--- src/rtl/mstat_pkg.sv ---
package mstat_pkg;

    localparam int UIE_B  = 0;
    localparam int SIE_B  = 1;
    localparam int MIE_B  = 3;
    localparam int UPIE_B = 4;
    localparam int SPIE_B = 5;
    localparam int MPIE_B = 7;
    localparam int SPP_B  = 8;
    localparam int MPP_LO = 11;
    localparam int FS_LO  = 13;
    localparam int XS_LO  = 15;
    localparam int MPRV_B = 17;
    localparam int SUM_B  = 18;
    localparam int MXR_B  = 19;
    localparam int TVM_B  = 20;
    localparam int TW_B   = 21;
    localparam int TSR_B  = 22;

    typedef enum logic [1:0] {
        PRIV_USR  = 2'd0,
        PRIV_SUP  = 2'd1,
        PRIV_RSVD = 2'd2,
        PRIV_MACH = 2'd3
    } priv_e;

    // Fields a machine write may change (summary bit excluded).
    function automatic logic [63:0] legal_mask();
        logic [63:0] m;
        m = '0;
        m[SIE_B]  = 1'b1;
        m[MIE_B]  = 1'b1;
        m[SPIE_B] = 1'b1;
        m[MPIE_B] = 1'b1;
        m[SPP_B]  = 1'b1;
        m[MPP_LO +: 2] = 2'b11;
        m[FS_LO +: 2]  = 2'b11;
        m[MPRV_B] = 1'b1;
        m[SUM_B]  = 1'b1;
        m[MXR_B]  = 1'b1;
        m[TVM_B]  = 1'b1;
        m[TW_B]   = 1'b1;
        m[TSR_B]  = 1'b1;
        return m;
    endfunction

    // Low part of the supervisor view (summary bit added per width).
    function automatic logic [63:0] sview_mask();
        logic [63:0] m;
        m = '0;
        m[UIE_B]  = 1'b1;
        m[SIE_B]  = 1'b1;
        m[UPIE_B] = 1'b1;
        m[SPIE_B] = 1'b1;
        m[SPP_B]  = 1'b1;
        m[FS_LO +: 2] = 2'b11;
        m[XS_LO +: 2] = 2'b11;
        m[SUM_B]  = 1'b1;
        m[MXR_B]  = 1'b1;
        return m;
    endfunction

    // Fields whose change invalidates cached translations.
    function automatic logic [63:0] xlat_mask();
        logic [63:0] m;
        m = '0;
        m[MPP_LO +: 2] = 2'b11;
        m[MPRV_B] = 1'b1;
        m[SUM_B]  = 1'b1;
        m[MXR_B]  = 1'b1;
        return m;
    endfunction

endpackage

--- src/rtl/mstat_view_merge.sv ---
module mstat_view_merge
    import mstat_pkg::*;
#(
    parameter int XLEN = 32
) (
    input  logic [XLEN-1:0] cur_word,
    input  logic            m_en,
    input  logic [XLEN-1:0] m_data,
    input  logic            s_en,
    input  logic [XLEN-1:0] s_data,
    output logic            cand_valid,
    output logic [XLEN-1:0] cand_word
);

    localparam int SD_B = XLEN - 1;
    localparam logic [63:0] SV_LOW = sview_mask();

    function automatic logic [XLEN-1:0] build_smask();
        logic [XLEN-1:0] m;
        m = SV_LOW[XLEN-1:0];
        m[SD_B] = 1'b1;
        return m;
    endfunction

    localparam logic [XLEN-1:0] SMASK = build_smask();

    logic [XLEN-1:0] s_merged;

    always_comb begin
        s_merged   = (cur_word & ~SMASK) | (s_data & SMASK);
        cand_valid = m_en | s_en;
        // machine port takes precedence over the supervisor alias
        if (m_en) begin
            cand_word = m_data;
        end else if (s_en) begin
            cand_word = s_merged;
        end else begin
            cand_word = cur_word;
        end
    end

endmodule

--- src/rtl/mstat_field_filter.sv ---
module mstat_field_filter
    import mstat_pkg::*;
#(
    parameter int XLEN = 32
) (
    input  logic [XLEN-1:0] cur_word,
    input  logic [XLEN-1:0] cand_word,
    input  logic            sup_ok,
    input  logic            usr_ok,
    output logic [XLEN-1:0] next_word,
    output logic            flush_req
);

    localparam int SD_B = XLEN - 1;
    localparam logic [63:0] LEGAL64 = legal_mask();
    localparam logic [63:0] XLAT64  = xlat_mask();
    localparam logic [XLEN-1:0] LEGAL = LEGAL64[XLEN-1:0];
    localparam logic [XLEN-1:0] XLAT  = XLAT64[XLEN-1:0];

    function automatic logic [XLEN-1:0] build_mpp_mask();
        logic [XLEN-1:0] m;
        m = '0;
        m[MPP_LO +: 2] = 2'b11;
        return m;
    endfunction

    localparam logic [XLEN-1:0] MPP_M = build_mpp_mask();

    priv_e           mpp_req;
    logic            mpp_ok;
    logic [XLEN-1:0] eff_mask;
    logic [XLEN-1:0] merged;

    always_comb begin
        mpp_req = priv_e'(cand_word[MPP_LO +: 2]);
        unique case (mpp_req)
            PRIV_RSVD: mpp_ok = 1'b0;
            PRIV_SUP:  mpp_ok = sup_ok;
            PRIV_USR:  mpp_ok = usr_ok;
            default:   mpp_ok = 1'b1;
        endcase
        eff_mask = mpp_ok ? LEGAL : (LEGAL & ~MPP_M);
        merged   = (cur_word & ~eff_mask) | (cand_word & eff_mask);
        merged[SD_B] = (merged[FS_LO +: 2] == 2'b11) || (merged[XS_LO +: 2] == 2'b11);
        next_word = merged;
        // compared on the requested value, before field rejection
        flush_req = |((cand_word ^ cur_word) & XLAT);
    end

endmodule

--- src/rtl/mstat_core.sv ---
module mstat_core
    import mstat_pkg::*;
#(
    parameter int XLEN = 32
) (
    input  logic            clk,
    input  logic            rst_n,
    input  logic            sup_present,
    input  logic            usr_present,
    input  logic            m_wr_en,
    input  logic [XLEN-1:0] m_wr_data,
    input  logic            s_wr_en,
    input  logic [XLEN-1:0] s_wr_data,
    output logic [XLEN-1:0] m_rd_data,
    output logic [XLEN-1:0] s_rd_data,
    output logic            xlat_flush
);

    localparam int SD_B = XLEN - 1;
    localparam logic [63:0] LEGAL64 = legal_mask();
    localparam logic [63:0] SV64    = sview_mask();

    function automatic logic [XLEN-1:0] build_reset();
        logic [XLEN-1:0] v;
        v = '0;
        v[MPP_LO +: 2] = PRIV_MACH;
        return v;
    endfunction

    function automatic logic [XLEN-1:0] build_smask();
        logic [XLEN-1:0] m;
        m = SV64[XLEN-1:0];
        m[SD_B] = 1'b1;
        return m;
    endfunction

    localparam logic [XLEN-1:0] RESET_WORD = build_reset();
    localparam logic [XLEN-1:0] SMASK      = build_smask();
    localparam logic [XLEN-1:0] FIXED      =
        ~(LEGAL64[XLEN-1:0] | (XLEN'(1) << SD_B));

    typedef struct packed {
        logic [XLEN-1:0] word;
        logic            flush;
    } state_t;

    state_t st_d, st_q;

    logic            cand_valid;
    logic [XLEN-1:0] cand_word;
    logic [XLEN-1:0] filt_word;
    logic            filt_flush;

    mstat_view_merge #(.XLEN(XLEN)) u_merge (
        .cur_word   (st_q.word),
        .m_en       (m_wr_en),
        .m_data     (m_wr_data),
        .s_en       (s_wr_en),
        .s_data     (s_wr_data),
        .cand_valid (cand_valid),
        .cand_word  (cand_word)
    );

    mstat_field_filter #(.XLEN(XLEN)) u_filter (
        .cur_word  (st_q.word),
        .cand_word (cand_word),
        .sup_ok    (sup_present),
        .usr_ok    (usr_present),
        .next_word (filt_word),
        .flush_req (filt_flush)
    );

    always_comb begin
        st_d       = st_q;
        st_d.flush = 1'b0;
        if (cand_valid) begin
            st_d.word  = filt_word;
            st_d.flush = filt_flush;
        end
    end

    always_ff @(posedge clk) begin
        if (!rst_n) begin
            st_q.word  <= RESET_WORD;
            st_q.flush <= 1'b0;
        end else begin
            st_q <= st_d;
        end
    end

    assign m_rd_data  = st_q.word;
    assign s_rd_data  = st_q.word & SMASK;
    assign xlat_flush = st_q.flush;

    AST_IDLE_HOLDS: assert property (@(posedge clk) disable iff (!rst_n)
        (!m_wr_en && !s_wr_en) |=> $stable(m_rd_data));

    AST_FIXED_BITS_STABLE: assert property (@(posedge clk) disable iff (!rst_n)
        1'b1 |=> $stable(m_rd_data & FIXED));

    AST_MPP_NOT_RESERVED: assert property (@(posedge clk) disable iff (!rst_n)
        m_rd_data[MPP_LO +: 2] != 2'b10);

    AST_RSVD_MPP_KEPT: assert property (@(posedge clk) disable iff (!rst_n)
        (m_wr_en && m_wr_data[MPP_LO +: 2] == 2'b10)
        |=> $stable(m_rd_data[MPP_LO +: 2]));

    AST_SUMMARY_TRACKS: assert property (@(posedge clk) disable iff (!rst_n)
        m_rd_data[SD_B] == ((m_rd_data[FS_LO +: 2] == 2'b11) ||
                            (m_rd_data[XS_LO +: 2] == 2'b11)));

    AST_FLUSH_NEEDS_WRITE: assert property (@(posedge clk) disable iff (!rst_n)
        xlat_flush |-> $past(m_wr_en || s_wr_en));

    AST_SVIEW_SUBSET: assert property (@(posedge clk) disable iff (!rst_n)
        (s_rd_data & ~SMASK) == '0);

    AST_SWRITE_SCOPE: assert property (@(posedge clk) disable iff (!rst_n)
        (s_wr_en && !m_wr_en) |=> $stable(m_rd_data & ~SMASK));

endmodule

--- config.mk ---
export PLATFORM = sky130hd
export DESIGN_NAME = mstat_core
export DESIGN_NICKNAME = d
export VERILOG_FILES = /design/src/rtl/mstat_pkg.sv /design/src/rtl/mstat_view_merge.sv /design/src/rtl/mstat_field_filter.sv /design/src/rtl/mstat_core.sv
export SDC_FILE = /design/constraint.sdc
export NUM_CORES = 1
export LEC_CHECK = 0
export ABC_CLOCK_PERIOD_IN_PS = 1300
export BUFFER_PORTS_ARGS = -buffer_cell sky130_fd_sc_hd__clkbuf_2
export CAP_MARGIN = 20
export CORE_ASPECT_RATIO = 0.75
export CORE_MARGIN = 2
export CORE_UTILIZATION = 30
export DETAILED_ROUTE_END_ITERATION = 12
export HOLD_SLACK_MARGIN = 0.03
export PLACE_DENSITY = 0.81
export REMOVE_ABC_BUFFERS = 1
export SETUP_SLACK_MARGIN = 0.2
export SYNTH_ARGS = -nofsm -noshare
export SYNTH_HDL_FRONTEND = slang
export SYNTH_SLANG_ARGS = --single-unit
export TNS_END_PERCENT = 50
--- constraint.sdc ---
create_clock -name clk -period 1.3 [get_ports clk]
set_input_delay 0.26 -clock clk [delete_from_list [all_inputs] [get_ports clk]]
set_output_delay 0.26 -clock clk [all_outputs]
set_load 0.03 [all_outputs]
==> results of run 1 <==
## power breakdown
part / internal, mW / total, mW / switching [mW]
Clock: 0.217 / 0.399 / 0.181
Sequential: 0.558 / 0.584 / 0.0257
Combinational: 0.159 / 0.522 / 0.363
## synth_stat cells
master / count / area, um2
o21ai_0: 6 / 30.0
mux2_1: 1 / 11.3
buf_6: 1 / 11.3
buf_4: 49 / 368
and2_1: 5 / 31.3
a31oi_1: 1 / 6.26
mux2_2: 1 / 11.3
o21ai_1: 1 / 5.00
conb_1: 1 / 3.75
mux2i_1: 11 / 110
o21a_1: 1 / 7.51
o31a_1: 2 / 17.5
a32oi_1: 2 / 17.5
or3b_1: 2 / 17.5
nand2b_1: 3 / 18.8
and3_1: 1 / 6.26
o211a_1: 2 / 20.0
a22oi_1: 1 / 7.51
nand3_1: 2 / 10.0
clkbuf_1: 1 / 3.75
a2111oi_0: 1 / 8.76
nand2_1: 5 / 18.8
a21oi_1: 4 / 20.0
nor2b_1: 7 / 43.8
nand3b_1: 4 / 30.0
dfxtp_1: 17 / 340
xor2_1: 3 / 26.3
buf_2: 3 / 15.0
## layout make-up
type,count,area [um2],area share [%]
Clock buffer,4,45.0,3.07
Multi-Input combinational cell,106,652,44.5
Sequential cell,17,347,23.7
Tap cell,55,68.8,4.70
Timing Repair Buffer,59,353,24.1
## through the flow
stage | setup slack, ns | instances | utilization, % | total power [mW] | hold WS (ns)
6_report | 0.176 | 241 | 36.8 | 1.50 | 0.269
5_1_grt | 0.155 | 241 | 36.8 | 1.59 | 0.273
4_1_cts | 0.180 | 241 | 36.2 | 1.52 | 0.264
3_5_place_dp | 0.0714 | 236 | 33.7 | 1.08 | 0.505
3_3_place_gp | 0.0723 | 236 | 33.7 | 1.08 | 0.498
2_1_floorplan | -0.0340 | 123 | - | 0.929 | 0.336
## worst max path at each step
| stage | start | end | slack, ns |
|---|---|---|---|
| final | flip-flop | m_rd_data[11] | 0.18 |
| after global routing | flip-flop | m_rd_data[11] | 0.16 |
| after CTS | m_rd_data[18] | s_rd_data[18] | 0.18 |
| after detailed placement | m_wr_en | flip-flop | 0.07 |
| after global placement | m_wr_en | flip-flop | 0.07 |
| after floorplan | flip-flop | xlat_flush | -0.03 |
## what timing repair did
item,in CTS,in global routing
setup endpoints to repair,9,18
gates resized for setup,16,15
endpoints found under the hold margin,0,0
setup buffers,1,0
pin swaps,6,2
## cells by family after synthesis
kind of cell    Yosys count  share of synthesized area [%]
compound gates           21                           11.5
xor+xnor                  3                           2.16
buf+inv                  54                           32.7
flops                    17                           28.0
mux                      13                           10.9
other cells               1                          0.308
simple gates             29                           14.5
## placed cells by master, fill, tap and decap left out, drive strengths merged, types with 3 or more instances in the layout
cell type  count
and2           5
nand2b         3
dfxtp         17
xor2           3
nor2b          7
nand3b         4
conb          40
a21oi          4
clkbuf        51
buf           12
o21ai          7
mux2i         11
nand2          5
## per-layer routing
metal,wire length (um),part of all wire [%],vias up
li1,-,-,471
met1,982,42,435
met2,1170,50,41
met3,162,7.0,0
met4,0,0,0
met5,0,0,-
## tightest hold or removal path, stage by stage
cell      delay [ns]
clkbuf_2        0.08
mux2i_1         0.05
nor2b_1         0.09
==> out/metrics.cfg, run 1 <==
[outcome]
status=complete, no violations

[sta]
rsz0062_at_grt=true
fmax_mhz=890
post-route-min-period_ns=1.12
period_share_pct=86.5
slew_viol_final=0
tns_ns=0
finClkSkew_ns=0.00221
timing.final.hold_violations=0
setup_violations=0

[setup_path]
crit_arrival_ns=0.86
slowest_stage=dfxtp_2
r2r_end=xlat_flush
critPathLaunchType=flip-flop
cp.depth=1
crit_fanout=4
endpoint_kind=primary output
criticalPathCategory=flip-flop to primary output
crit_chain=clkbuf_2
crit_required_ns=1.04
path_buf_inv=1
critical_path.max_stage_delay_ns=0.39
crit_family=flip-flops
r2r_cells=3
r2r_setup_slack_ns=0.20

[route]
vias_per_cell=3.93
drc=0
firstDrtPassIters=4
avgRoutedWirePerCell_um=9.60
dr_total_vias=947
drt_iter0_drc=13
drt_wl_total_um=2310
ant_nets=0

[clocking]
insertion_delay_ns=0.25
tritoncts=yes
holdBufCountCts=0
h-tree-depth=1
cts_buffer_depth=2
numClockSinks=17
cts.reportedPaths.clkPinSlew_ns=0.07
cts_buffers=3
root_buffer=clkbuf_8

[final_layout]
diodes=0
drive_gt1_share_pct=37.6
postLayoutCellArea_um2=1470
final_net_count=257
area_growth_pct=20.3
n_fill_cell=407

[synthesis]
synth_cells=138
yosysUniqueCellTypes=28
ys_seq_area_share_pct=28.0
yosysWarnings=0
netlist_area_um2=1220
ys_ff_latch=17
synth.avg_cell_area_um2=8.82

[placed_design]
place_area_um2=1340
dp_hpwl_um=1770
routabilityCongestion=0.749
port_buffers=52

[grt]
grt_pass1_vias=759
grtUsageMet1_pct=11.4
top_usage_layer=met2
gr-usage-met3_pct=4.12
grt_overflow=0
antenna_found_initial=0
grt_max_degree=18
grt_pass1_wl_um=3490
gr-usage-met2_pct=17.4
grt_usage_pct=9.69

[power]
leakage_nw=0.767
vdd_ir_drop_max_uv=654
powerDensity_nw_per_um2=1030

[min_path]
min_to=m_rd_data[21]
min_path_type=primary input to flip-flop
whs_path_depth=3
hp-start=m_wr_data[21]

[floorplanning]
start_util_pct=30.6
die_x_um=77.6
die_area_um2=4590
num_rows=20
io_pins=135
fp.dieH_um=59.2
coreArea_um2=3980

[run]
max_cap_violations=0

Note: power is estimated with default switching activity, not from simulation.
==> inputs of run 2 (changes only) <==
- PLACE_DENSITY: 0.81 -> unset
- PLACE_DENSITY_LB_ADDON: unset -> 0.3
==> out/metrics.cfg, run 2 (same netlist as run 1, synthesis figures left out) <==
[min_path]
min_path_type=primary input to flip-flop
whs_path_depth=3  ; unchanged
hp-start=m_wr_data[21]
min_to=m_rd_data[21]

[final_layout]
drive_gt1_share_pct=38.6  ; +0.99 points
n_fill_cell=424  ; +4.2%
diodes=0  ; unchanged
final_common_cell=clkbuf_2
fin_util_pct=36.7  ; -0.13 points
layout_common_cells=clkbuf_2, conb_1, dfxtp_1, buf_4, mux2i_1
area_growth_pct=19.9
postLayoutCellArea_um2=1460  ; -0.34%
final_net_count=260  ; +1.2%

[grt]
antenna_found_initial=0  ; unchanged
grt_overflow=0  ; unchanged
grt_usage_pct=9.56  ; -0.13 points
grt_pass1_wl_um=3450  ; -1.2%
grt_pass1_vias=738  ; -2.8%
grt_max_degree=19  ; +1

[sta]
slew_viol_final=0  ; unchanged
post-route-min-period_ns=1.09  ; -0.0322 ns
finalWorstSetupSlack_ns=0.208  ; +0.0322 ns
period_share_pct=84.0  ; -2.5 points
timing.final.hold_violations=0  ; unchanged
setup_violations=0  ; unchanged
rsz0062_at_grt=true
finClkSkew_ns=0.00315  ; +0.000946 ns
fmax_mhz=916  ; +3.0%

[floorplanning]
die_x_um=77.6  ; unchanged
die_area_um2=4590  ; unchanged
start_util_pct=30.6  ; unchanged
fp.dieH_um=59.2  ; unchanged
num_rows=20  ; unchanged
io_pins=135  ; unchanged
coreArea_um2=3980  ; unchanged

[power]
p_int_mw=0.930  ; -0.48%
pwr-share-comb_pct=34.2  ; -0.5 points
clockPowerShare_pct=27.2  ; +0.7 points
vdd_ir_drop_max_uv=501  ; -23%
leakage_nw=0.768  ; +0.14%
power.switching_mw=0.576  ; +1.1%
p_sw_share_pct=38.3  ; +0.38 points
powerDensity_nw_per_um2=1030  ; +0.47%
seqPwrFrac_pct=38.6  ; -0.2 points

[placed_design]
dpl_worst_slack_ns=0.0823  ; +0.0109 ns
place_area_um2=1360  ; +1.1%
routabilityCongestion=0.700  ; -6.6%
dp_hpwl_um=1730  ; -2.1%
port_buffers=52  ; unchanged

[route]
avgRoutedWirePerCell_um=9.17  ; -4.5%
wl_met2_um=982  ; -16%
vias_per_cell=3.85  ; -2.0%
ant_nets=0  ; unchanged
drt_iter0_drc=18  ; +5
drc=0  ; unchanged
dr_total_vias=940  ; -0.74%
drt_wl_total_um=2240  ; -3.3%
met1_length_um=1080  ; +9.9%
firstDrtPassIters=2  ; -2
met3_length_um=176  ; +8.6%
routed.top_layer=met3

[setup_path]
r2r_cells=3  ; unchanged
r2r_end=xlat_flush
endpoint_kind=primary output
r2r-start=m_rd_data[17]
r2r_setup_slack_ns=0.21  ; about the same
critPathLaunchType=flip-flop
crit_fanout=3  ; -1
crit_arrival_ns=0.83  ; -0.03 ns
criticalPathCategory=flip-flop to primary output
crit_required_ns=1.04  ; about the same

[clocking]
cts_buffers=3  ; unchanged
numClockSinks=17  ; unchanged
cts.reportedPaths.clkPinSlew_ns=0.07  ; about the same
tritoncts=yes
h-tree-depth=1  ; unchanged
cts_buffer_depth=2  ; unchanged
root_buffer=clkbuf_8
holdBufCountCts=0  ; unchanged
insertion_delay_ns=0.25  ; about the same

[run]
max_cap_violations=0  ; unchanged

[outcome]
status=complete, no violations

## run 2: routing by layer
layer	vias up	GRT usage [%]
met5	-	0
met4	0	0.765
met3	0	3.35
met2	51	14.5
met1	410	13.6
li1	479	-
## run 2: layout make-up
class                   instances  area [um2]  share of cell area [%]
clock buffers                   3        41.3                    2.83
clock inverters                 1        7.51                   0.514
multi-input cells             106         632                    43.3
flip-flops and latches         17         347                    23.7
well taps                      55        68.8                    4.71
repair buffers                 62         364                    24.9
## run 2: worst max-delay path by stage
stage | depth (start not counted) | from | endpoint
2_1_floorplan | 3 | flip-flop | xlat_flush
3_3_place_gp | 4 | m_wr_en | xlat_flush
3_5_place_dp | 4 | m_wr_en | xlat_flush
4_1_cts | 2 | flip-flop | m_rd_data[12]
5_1_grt | 1 | m_rd_data[14] | m_rd_data[14]
6_report | 2 | flip-flop | m_rd_data[12]
## run 2: critical path, cell delays in order, from the launching register on
cell	delay (ns)
dfxtp_2	0.34
buf_6	0.12
buf_8	0.12
## run 2: per-stage QoR
step	TNS (ns)	instances	hold WS, ns	power, mW
5_1_grt	0	244	0.269	1.60
4_1_cts	0	243	0.248	1.52
3_3_place_gp	0	238	0.503	1.09
6_report	0	244	0.258	1.51
2_1_floorplan	-0.0340	123	0.336	0.929
3_5_place_dp	0	238	0.508	1.09
## run 2: repair_timing
item,in CTS,in global routing
gates resized for setup,8,20
pin swaps,4,1
buffers inserted,1,1
gates cloned,0,0
endpoints found under the setup margin,9,22
## run 2: power by group through the flow
stage          sequential [mW]  clock [mW]  combinational [mW]
3_3_place_gp             0.591           0               0.495
4_1_cts                  0.581       0.440               0.504
3_5_place_dp             0.591           0               0.495
5_1_grt                  0.587       0.458               0.554
2_1_floorplan            0.691           0               0.238
6_report                 0.581       0.410               0.515
